### src/rtl/irqc_cmd_if.sv
module irqc_cmd_if #(
  parameter int LINES = 8,
  parameter int DW    = 8
) (
  input  logic              clk,
  input  logic              rst_n,
  input  logic              wr_en,
  input  logic              byte_vld,
  input  logic              rd_en,
  input  logic              addr,
  input  logic [DW-1:0]     wdata,
  output logic [DW-1:0]     rdata,
  input  logic [LINES-1:0]  req_bits,
  input  logic [LINES-1:0]  svc_bits,
  input  logic [DW-1:0]     poll_byte,
  output logic              poll_ack,
  output logic [LINES-1:0]  line_mask,
  output logic [DW-$clog2(LINES)-1:0] vec_base,
  output logic              auto_eoi,
  output logic              nest_mode,
  output logic              rot_on_auto,
  output logic              spec_mask,
  output logic [$clog2(LINES)-1:0] prio_base,
  output logic              init_stb,
  output logic              clr_stb,
  output logic [$clog2(LINES)-1:0] clr_line
);
  localparam int LW = $clog2(LINES);

  typedef enum logic [1:0] {S_RUN, S_BASE, S_WORD3, S_WORD4} seq_t;

  seq_t seq;
  logic need4, rd_svc, poll_q;

  wire acc    = wr_en & byte_vld;
  wire w_ctl  = acc & ~addr;
  wire w_dat  = acc & addr;
  wire w_init = w_ctl & wdata[4];
  wire w_sel  = w_ctl & ~wdata[4] & wdata[3];
  wire w_cmd  = w_ctl & ~wdata[4] & ~wdata[3];
  wire [2:0]    code = wdata[7:5];
  wire [LW-1:0] arg  = wdata[LW-1:0];

  logic          hit;
  logic [LW-1:0] top;

  always_comb begin
    hit = 1'b0;
    top = '0;
    for (int k = LINES - 1; k >= 0; k--) begin
      if (svc_bits[LW'((int'(prio_base) + k) % LINES)]) begin
        hit = 1'b1;
        top = LW'((int'(prio_base) + k) % LINES);
      end
    end
  end

  assign poll_ack = rd_en & poll_q;
  assign rdata = poll_q ? poll_byte :
                 addr   ? DW'(line_mask) :
                 rd_svc ? DW'(svc_bits) : DW'(req_bits);

  always_ff @(posedge clk) begin
    if (!rst_n) begin
      seq         <= S_RUN;
      need4       <= 1'b0;
      rd_svc      <= 1'b0;
      poll_q      <= 1'b0;
      line_mask   <= '0;
      vec_base    <= '0;
      auto_eoi    <= 1'b0;
      nest_mode   <= 1'b0;
      rot_on_auto <= 1'b0;
      spec_mask   <= 1'b0;
      prio_base   <= '0;
      init_stb    <= 1'b0;
      clr_stb     <= 1'b0;
      clr_line    <= '0;
    end else begin
      init_stb <= w_init;
      clr_stb  <= 1'b0;

      if (w_init) begin
        need4     <= wdata[0];
        line_mask <= '0;
        prio_base <= '0;
        spec_mask <= 1'b0;
        rd_svc    <= 1'b0;
        seq       <= S_BASE;
        if (!wdata[0]) begin
          auto_eoi  <= 1'b0;
          nest_mode <= 1'b0;
        end
      end

      if (w_dat) begin
        case (seq)
          S_RUN:   line_mask <= wdata[LINES-1:0];
          S_BASE:  begin
            vec_base <= wdata[DW-1:LW];
            seq      <= S_WORD3;
          end
          S_WORD3: seq <= need4 ? S_WORD4 : S_RUN;
          S_WORD4: begin
            nest_mode <= wdata[4];
            auto_eoi  <= wdata[1];
            seq       <= S_RUN;
          end
          default: seq <= S_RUN;
        endcase
      end

      if (w_sel) begin
        if (wdata[1]) rd_svc    <= wdata[0];
        if (wdata[6]) spec_mask <= wdata[5];
      end

      if (w_sel && wdata[2])   poll_q <= 1'b1;
      else if (rd_en && poll_q) poll_q <= 1'b0;

      if (w_cmd) begin
        case (code)
          3'd0, 3'd4: rot_on_auto <= code[2];
          3'd1: if (hit) begin
            clr_stb  <= 1'b1;
            clr_line <= top;
          end
          3'd5: if (hit) begin
            clr_stb   <= 1'b1;
            clr_line  <= top;
            prio_base <= LW'(top + 1'b1);
          end
          3'd3: begin
            clr_stb  <= 1'b1;
            clr_line <= arg;
          end
          3'd6: prio_base <= LW'(arg + 1'b1);
          3'd7: begin
            clr_stb   <= 1'b1;
            clr_line  <= arg;
            prio_base <= LW'(arg + 1'b1);
          end
          default: ;
        endcase
      end
    end
  end

  a_r2_unqualified_hold: assert property (@(posedge clk) disable iff (!rst_n)
    !(wr_en && byte_vld) |=> ($stable(line_mask) && $stable(vec_base) && $stable(prio_base) && !init_stb && !clr_stb));

  a_r3_init_clears: assert property (@(posedge clk) disable iff (!rst_n)
    (wr_en && byte_vld && !addr && wdata[4]) |=> (line_mask == '0 && prio_base == '0 && !spec_mask && init_stb));

  a_r4_word4_ends: assert property (@(posedge clk) disable iff (!rst_n)
    (seq == S_WORD4 && wr_en && byte_vld && addr) |=> (seq == S_RUN));

  a_r10_poll_once: assert property (@(posedge clk) disable iff (!rst_n)
    (rd_en && poll_q && !(w_sel && wdata[2])) |=> !poll_q);

  a_r11_clr_cause: assert property (@(posedge clk) disable iff (!rst_n)
    clr_stb |-> $past(wr_en && byte_vld && !addr && !wdata[4] && !wdata[3]));

  a_r11_init_cause: assert property (@(posedge clk) disable iff (!rst_n)
    init_stb |-> $past(wr_en && byte_vld && !addr && wdata[4]));
endmodule

### config.mk
export PLATFORM = sky130hd
export DESIGN_NAME = irqc_cmd_if
export DESIGN_NICKNAME = d
export VERILOG_FILES = /design/src/rtl/irqc_cmd_if.sv
export SDC_FILE = /design/constraint.sdc
export NUM_CORES = 1
export LEC_CHECK = 0
export ABC_AREA = 0
export BUFFER_PORTS_ARGS = -buffer_cell sky130_fd_sc_hd__buf_2
export CAP_MARGIN = 5
export CORE_AREA = 5 5 85 87
export CTS_BUF_LIST = sky130_fd_sc_hd__clkbuf_8 sky130_fd_sc_hd__clkbuf_16
export DETAILED_ROUTE_END_ITERATION = 8
export DIE_AREA = 0 0 90 92
export PLACE_DENSITY = 0.71
export SYNTH_ARGS = -nofsm -noshare
export SYNTH_HDL_FRONTEND = slang
export SYNTH_SLANG_ARGS = --single-unit
### constraint.sdc
create_clock -name clk -period 9.75 [get_ports clk]
set_input_delay 0.975 -clock clk [delete_from_list [all_inputs] [get_ports clk]]
set_output_delay 0.975 -clock clk [all_outputs]
set_load 0.1 [all_outputs]
[Yosys cells after proc, flatten, opt, wreduce, memory -nomap -nowiden]
Index checks and enable logic that the tools add are counted.
Storage, ports and cells
  register bits after elaboration: 30
  bits of input ports: 38
Cells by class
  order comparisons: 8
  bitwise logic cells: 11
  equality and inequality tests: 10
  $add $sub $neg: 9
  reduce and logical (&&, ||, !) cells: 14
  muxes and demuxes: 74
Operators with widths (number)
  two-way mux 8 bit: 6
  two-way mux 1 bit: 41
  < comparator 3 x 5 -> 1 bit, second input constant: 8
  two-way mux 3 bit: 12
  binary-select mux 1 bit (select 3 bit): 8
  adder 3 bit, second input constant: 4
  equality test 3 bit, second input constant: 4
  case mux 3 bit (2 select lines): 2
  adder 3 x 1 -> 3 bit, second input constant: 3
  bitwise AND 1 bit: 8
  OR reduction 2 bit: 4
  adder 3 x 2 -> 3 bit, second input constant: 2
  two-way mux 2 bit: 3
  case mux 2 bit (3 select lines): 1
  AND reduction 2 bit: 3
  equality test 2 bit, second input constant: 2
  nonzero test 2 bit: 2
  equality test 3 x 1 -> 1 bit, second input constant: 1
  equality test 3 x 2 -> 1 bit, second input constant: 1
  zero test 3 bit: 1
  inverter 1 bit: 3
  AND reduction 3 bit: 1
  equality test 2 x 1 -> 1 bit, second input constant: 1
  logical AND 1 bit: 2
  other kinds (3): 3

[Longest topological paths before layout]
Gate-level depths: netlist (run 1).
  word-level depth: 16
  depth in mapped cells: 16
  gate-level depth less buffers: 13

[Worst setup path before layout (run 1)]
Ideal clock, no wire load.
  path kind: input port to output port
  start point: in addr
  end point: out rdata[6]
  path buffers: 2
  slack: 5025 ps
  data arrival time: 3750 ps
  cell stages on the path: 4
  required time: 8775 ps
  cell sequence: clkbuf_1 > clkbuf_1 > a21oi_1 > o21ai_0
On the way
  cells in the longest elaborated chain, start to end: 2
Ends and longest elaborated chain
  from (decl): line 10  | input logic addr,
  two-way mux 8 bit: line 60  | addr ? DW'(line_mask) :
  two-way mux 8 bit: line 59  | assign rdata = poll_q ? poll_byte :
  to (decl): line 12  | output logic [DW-1:0] rdata,
No other way between the ends.

[Worst setup path in the final report (run 1)]
  start point: reg prio_base[0]
  end point: reg prio_base[2]
On the way
  cells in the longest elaborated chain, start to end: 16
  elaborated cells on any way between the ends: 51
  those cells by class: add/sub (8); mux (43)
Ends and longest elaborated chain
  from (decl): line 23  | output logic [$clog2(LINES)-1:0] prio_base,
  from (signal assigned): line 131  | prio_base <= LW'(top + 1'b1);
  from (signal assigned): line 137  | 3'd6: prio_base <= LW'(arg + 1'b1);
  from (signal assigned): line 141  | prio_base <= LW'(arg + 1'b1);
  adder 3 bit: line 51, 53
  binary-select mux 1 bit (select 3 bit): line 51  | if (svc_bits[LW'((int'(prio_base) + k) % LINES)]) begin
  two-way mux 1 bit (not written as such) (2 in a row): line 51
  two-way mux 3 bit (8 in a row): line 51
  adder 3 x 1 -> 3 bit: line 131
  two-way mux 3 bit (*): line 128  | 3'd5: if (hit) begin
  case mux 3 bit (2 select lines) (*): line 122  | case (code)
  two-way mux 3 bit (*): line 121  | if (w_cmd) begin
Mark *: on every way between the ends. The rest lies on a longest branch, timed or not. The select of a mux whose other input is x is not followed.
A chain may end at the register's enable or synchronous reset.

==> summary.txt, run 1 <==
Outcome
  – Result of the run: completed

Yosys
  – Share of synthesized area occupied by flip-flops and latches: 25.3%
  – Most numerous cell in the Yosys netlist: nor2_1
  – Mean instance size in the synthesized netlist: 8.00 um^2
  – Commonest cells post-synth: nor2_1 (38), dfxtp_1 (30), a21oi_1 (29)
  – Largest area contributor in the netlist: dfxtp_1
  – Area of the mapped netlist: 2380 um^2
  – Synthesized flop and latch total: 30
  – Yosys top cell area share: 25.3%
  – Async set-or-reset flop fraction in the synthesized netlist: 0%
  – Post-synth top flop: dfxtp_1
  – Total of warnings raised by yosys: 0
  – Number of instances in the synthesized netlist: 297
  – Syn nets: 339
  – Post-synth cell types: 52
  – Number of flops mapped to enable cells by yosys: 0
  – Synth top area cells: dfxtp_1 (25%), mux2i_1 (11%), mux4_2 (8.5%), a21oi_1 (6.1%), nor2_1 (6.0%)

Clocking
  – Quantity of hold-fixing buffers added after cts: 0
  – Clock transition at the registers of the reported paths: 60 ps
  – Number of buffers created by CTS: 5
  – Resize count post-CTS: 0
  – CTS tree: done
  – Max H-tree Level: 2
  – Post-CTS Repair Setup Buffers: 0
  – Max Buffers Root-to-Sink: 2
  – Root buf cell: clkbuf_8
  – Number of clock sinks: 30
  – Source-to-sink clock delay at the later pin of the worst-skew pair: 280 ps

Drt
  – DRT Wirelength: 7210 um
  – Number of vias after detailed routing: 2,499
  – # DRC: 0
  – DRT antenna net count: 0
  – Average detailed-routed wire length per instance: 16.6 um
  – DR vias/cell: 5.76
  – Number of detailed-route iterations in the first pass: 4
  – First DRT Iteration DRCs: 171

Floorplan
  – Initial core utilization: 37.9%
  – Chip Width: 90 um
  – Top-Level Pins: 72
  – Row count: 29
  – Core Footprint: 6280 um^2
  – Height of the chip: 92 um
  – Floorplan die area: 8280 um^2

Placement
  – Placement-stage cell area: 2740 um^2
  – Weighted congestion at the end of routability-driven global placement: 0.892
  – Detailed-placement wirelength estimate: 5470 um
  – Count of buffers inserted at the top-level ports: 71

Critical path
  – R2R depth: 13
  – Worst reg2reg startpoint: prio_base[0]
  – Sort of element at the start of the critical path: flip-flop
  – Crit-path max FO: 20
  – Delay-heaviest family, CP: multiplexers
  – Data arrival time of the critical path: 4190 ps
  – Critical Path Sink Type: flip-flop
  – Worst reg2reg setup slack: 5720 ps
  – Cell with the largest stage delay on the worst path: dfxtp_1
  – Combined buffer and inverter count along the critical path: 2
  – Type of the worst setup path: reg2reg
  – Ordered cell list for the critical path: inv_1, ha_1, mux4_2, mux2i_1, o21ai_1, o21ai_1, mux2i_1, inv_1, ha_1, or2b_1, a21o_1, o2111ai_1, o31ai_1
  – CP required: 9910 ps
  – Reg2Reg Capture Point: prio_base[2]
  – Crit path largest cell delay: 930 ps

Finish
  – Area occupied by multi-input gates: 1650 um^2
  – Layout Area Growth over Synthesis: 21.2%
  – FILL cells: 619
  – Post-Layout Inst Area: 2880 um^2
  – Proportion of layout cells with a drive suffix above 1: 26.6%
  – Antenna diode instance count: 0
  – Sequential cell area in the final layout: 601 um^2
  – Number of nets in the layout: 398

Pwr
  – Peak VDD IR: 0.0000784 V
  – Pwr dens: 127 nW/um^2
  – Static leakage: 1.19 nW

Hold path
  – Endpoint of the worst hold path: line_mask[2]
  – Start point of the worst min-delay path: line_mask[2]
  – Worst min path class: reg2reg
  – Worst Hold Depth: 2

Timing
  – Final setup skew: 3.11 ps
  – Slew at the pin closest to its max-slew limit: 949 ps
  – Number of endpoints failing setup at the final stage: 0
  – Count of endpoints failing hold in the final timing report: 0
  – Post-route clock period utilization: 41.3%
  – Slew margin rel.: 36.2%
  – Setup repair after global routing missed its margin: no
  – Fmax: 248 MHz
  – Max-slew violations: 0
  – Setup TNS: 0 ps
  – Shortest clock period the worst path allows after layout: 4030 ps

Global routing
  – Initial antenna violation count: 0
  – Wire length of the first global-routing pass: 12,100 um
  – Total routing usage reported by global routing: 17.3%
  – Maximum number of pins on one net before global-route repair: 30
  – Overflow after GRT: 0
  – Vias in the first global route: 2,456

Job
  – Max capacitance violation total: 0
## logic make-up (layout without fill, tap and decap cells)
family          Yosys count  in the layout  share of synthesized area (%)
fa+ha+maj                 4              4                           2.11
buf+inv                  28             88                           5.21
compound gates           80             80                           22.0
flops                    30             30                           25.3
simple gates            111            111                           22.2
xor+xnor                  7              7                           2.58
mux                      37             37                           20.6
## flip-flops by register name, summed over array words and instances (netlist names)
register / cells
spec_mask: 1
nest_mode: 1
auto_eoi: 1
line_mask: 8
init_stb: 1
vec_base: 5
rot_on_auto: 1
clr_stb: 1
poll_q: 1
prio_base: 3
need4: 1
rd_svc: 1
clr_line: 3
seq: 2
## area by class of cell
class	instances	share of cell area, %
sequential	30	20.9
clock inverter	2	2.09
tap	77	3.34
timing repair buffer	71	12.3
multi-input combinational	239	57.3
clock buffer	6	2.87
inverter	9	1.17
## cells in the final DEF, fill, tap and decap left out, types with 2 or more instances in the layout
cell       synthesis  layout
buf_2              2      71
nor2_1            38      38
dfxtp_1           30      30
a21oi_1           29      29
nand2_1           27      27
mux2i_1           25      25
nand3_1           16      16
o21ai_0           14      14
inv_1              9       9
mux4_2             9       9
nor3_1             6       6
a31oi_1            6       6
clkbuf_8           0       6
a22oi_1            5       5
xor2_1             4       4
nor2b_1            4       4
a32o_1             4       4
and3_1             4       4
ha_1               4       4
xnor2_1            3       3
mux2_2             2       2
a211oi_2           2       2
o21ai_1            2       2
o2111ai_1          2       2
and2_1             2       2
or3_1              2       2
a2111o_1           2       2
o31ai_1            2       2
o22ai_1            2       2
nand4b_1           2       2
a22o_1             2       2
bufinv_16          0       2
## report_power, final
group | internal [mW] | switching, mW
clock network | 0.109 | 0.0466
logic | 0.0232 | 0.0600
registers | 0.125 | 0.00230
## how the worst max path moves through the flow
stage | to | start | cells past startpoint | slack (ps)
6_report | prio_base[2] | prio_base[0] | 13 | 5720
2_1_floorplan | rdata[6] | addr | 4 | 5020
4_1_cts | prio_base[2] | prio_base[0] | 13 | 5750
3_3_place_gp | prio_base[2] | prio_base[0] | 13 | 5870
5_1_grt | prio_base[2] | prio_base[0] | 13 | 5430
3_5_place_dp | prio_base[2] | prio_base[0] | 13 | 5760
## per-stage QoR
stage | std cells | utilization, % | hold WS, ps | total power [mW] | setup slack, ps
floorplan | 297 | - | 486 | 0.189 | 5020
global placement | 426 | 43.6 | 469 | 0.212 | 5870
detailed placement | 426 | 43.6 | 471 | 0.212 | 5760
CTS | 434 | 45.9 | 481 | 0.368 | 5750
global route | 434 | 45.9 | 521 | 0.381 | 5430
finish | 434 | 45.9 | 491 | 0.366 | 5720
## worst min-delay path: stages (launching register included)
cell     delay (ps)
dfxtp_1         320
nand3_1          60
a21oi_1          60
## metal layers
layer	up-vias	track usage, %	wire, um
met5	-	0	0
met4	0	4.34	64
met3	8	3.19	430
met2	79	29.8	3630
met1	1193	22.4	3090
li1	1219	-	-
Note: power is estimated with default switching activity, not from simulation.
==> run 2: changes to the inputs <==
Clock period 9.75 ns to 4.15 ns, I/O delays scaled along.
==> run 2 against run 1 <==
  * Fmax increased by 19%
  * Flip-flop and latch count unchanged
  * Clock power increased by 140%
  * Count of clock-buffer cells in the layout unchanged
  * Final area increased by 0.78%
==> summary.txt, run 2 (synthesis gave the netlist of run 1 again) <==
Clocking
  – Number of buffers created by CTS: 5
  – Max Buffers Root-to-Sink: 2
  – Max H-tree Level: 2
  – CTS tree: done
  – Resize count post-CTS: 0
  – Root buf cell: clkbuf_8
  – Quantity of hold-fixing buffers added after cts: 0
  – Post-CTS Repair Setup Buffers: 0
  – Number of clock sinks: 30
  – Source-to-sink clock delay at the later pin of the worst-skew pair: 290 ps
  – Clock transition at the registers of the reported paths: 70 ps

Critical path
  – Most numerous cell on the critical path: ha_1
  – Data arrival time of the critical path: 3560 ps
  – Delay-heaviest family, CP: multiplexers
  – Ordered cell list for the critical path: buf_4, ha_1, xnor2_1, mux4_2, a211oi_2, o21ai_1, mux2i_1, inv_1, ha_1, or2b_1, a21o_1, o2111ai_1, o31ai_1
  – Combined buffer and inverter count along the critical path: 2
  – Type of the worst setup path: reg2reg
  – Crit-path max FO: 19
  – CP required: 4320 ps
  – Sort of element at the start of the critical path: flip-flop
  – Cell with the largest stage delay on the worst path: xnor2_1
  – Crit path largest cell delay: 500 ps
  – Critical Path Sink Type: flip-flop

Finish
  – Highest-count cells in the layout ignoring fill and taps: buf_2 (71), nor2_1 (38), dfxtp_1 (30)
  – Max reg flops: 8
  – Largest registers: line_mask: 8 flops, vec_base: 5 flops
  – Largest register by flop count: line_mask
  – Non-filler cells in the finished layout: 437
  – Layout Area Growth over Synthesis: 22.2%
  – FILL cells: 625
  – Share of the core filled with cells in the final layout: 46.2%
  – Number of nets in the layout: 401
  – Leading cell type in the layout, fill and taps excluded: buf_2
  – Proportion of layout cells with a drive suffix above 1: 27.2%
  – Antenna diode instance count: 0

Drt
  – Number of detailed-route iterations in the first pass: 4
  – DR vias/cell: 5.67
  – Average detailed-routed wire length per instance: 16.4 um
  – DRT antenna net count: 0
  – Number of vias after detailed routing: 2,478
  – # DRC: 0
  – First DRT Iteration DRCs: 150
  – DRT Wirelength: 7170 um

Hold path
  – Worst min path class: in2reg

Placement
  – Cell count after placement: 429
  – Weighted congestion at the end of routability-driven global placement: 0.878
  – Detailed-placement wirelength estimate: 5470 um
  – Count of buffers inserted at the top-level ports: 71

Timing
  – Max-slew violations: 0
  – Number of endpoints failing setup at the final stage: 0
  – Count of endpoints failing hold in the final timing report: 0
  – Post-route clock period utilization: 81.7%
  – Setup TNS: 0 ps
  – Slew at the pin closest to its max-slew limit: 951 ps
  – Slew margin rel.: 36.1%
  – Setup repair after global routing missed its margin: no
  – Final setup skew: 7.00 ps
  – Fmax: 295 MHz
  – Shortest clock period the worst path allows after layout: 3390 ps

Global routing
  – Met3 usage: 3.19%
  – Overflow after GRT: 0
  – Maximum number of pins on one net before global-route repair: 30
  – Initial antenna violation count: 0
  – Global Route met1 Usage: 21.8%
  – Routing layer with the top usage in global route: met2
  – Met2 Track Usage GR: 29.6%
  – Total routing usage reported by global routing: 17.0%
  – Wire length of the first global-routing pass: 11,800 um
  – Vias in the first global route: 2,358

Job
  – Max capacitance violation total: 0

Floorplan
  – Row count: 29
  – Chip Width: 90 um
  – Core Footprint: 6280 um^2
  – Height of the chip: 92 um
  – Top-Level Pins: 72
  – Initial core utilization: 37.9%
  – Floorplan die area: 8280 um^2

Pwr
  – Pwr dens: 297 nW/um^2
  – Static leakage: 1.20 nW
  – Peak VDD IR: 0.000268 V

Outcome
  – Result of the run: completed
## run 2: path summary, 6_finish.rpt
path | start | end | slack, ps | cells after the start
worst max register to register | prio_base[0] | prio_base[2] | 760 | 13
worst max-delay path | prio_base[0] | prio_base[2] | 760 | 13
worst min register to register | vec_base[1] | vec_base[1] | 500 | 2
worst min-delay path | wdata[7] | line_mask[7] | 410 | 3
## run 2: report_power, final
group | switching (mW) | internal, mW | total, mW | leakage [nW]
Sequential | 0.00471 | 0.293 | 0.297 | 0.242
Combinational | 0.141 | 0.0550 | 0.196 | 0.888
Clock | 0.113 | 0.256 | 0.369 | 0.0714
## run 2: through the flow
step | setup slack (ps) | total power [mW] | cell area (um^2) | hold slack, ps
2_1_floorplan | 58.6 | 0.443 | 2380 | 486
3_3_place_gp | 927 | 0.498 | 2760 | 471
3_5_place_dp | 809 | 0.498 | 2760 | 472
4_1_cts | 792 | 0.868 | 2900 | 410
5_1_grt | 602 | 0.897 | 2900 | 427
6_report | 759 | 0.862 | 2900 | 414
## run 2: worst min-delay path: cells and delay by family
family	cells	cell delay, ps
AOI/OAI and AO/OA	1	50
buffers and inverters	1	130
and+or+nand+nor	1	60
## run 2: cell type report
class / instances / area (um^2) / area share [%]
multi-input cells: 239 / 1650 / 56.9
inverters: 9 / 33.8 / 1.16
flip-flops and latches: 30 / 601 / 20.7
repair buffers: 74 / 378 / 13.0
clock inverters: 2 / 60.1 / 2.07
well taps: 77 / 96.3 / 3.32
clock buffers: 6 / 82.6 / 2.84
## run 2: layer usage
metal | share of wire (%) | vias to the layer above
met5 | 0 | -
met1 | 42 | 1147
met2 | 50 | 93
met3 | 6.2 | 9
met4 | 0.95 | 0
li1 | - | 1229
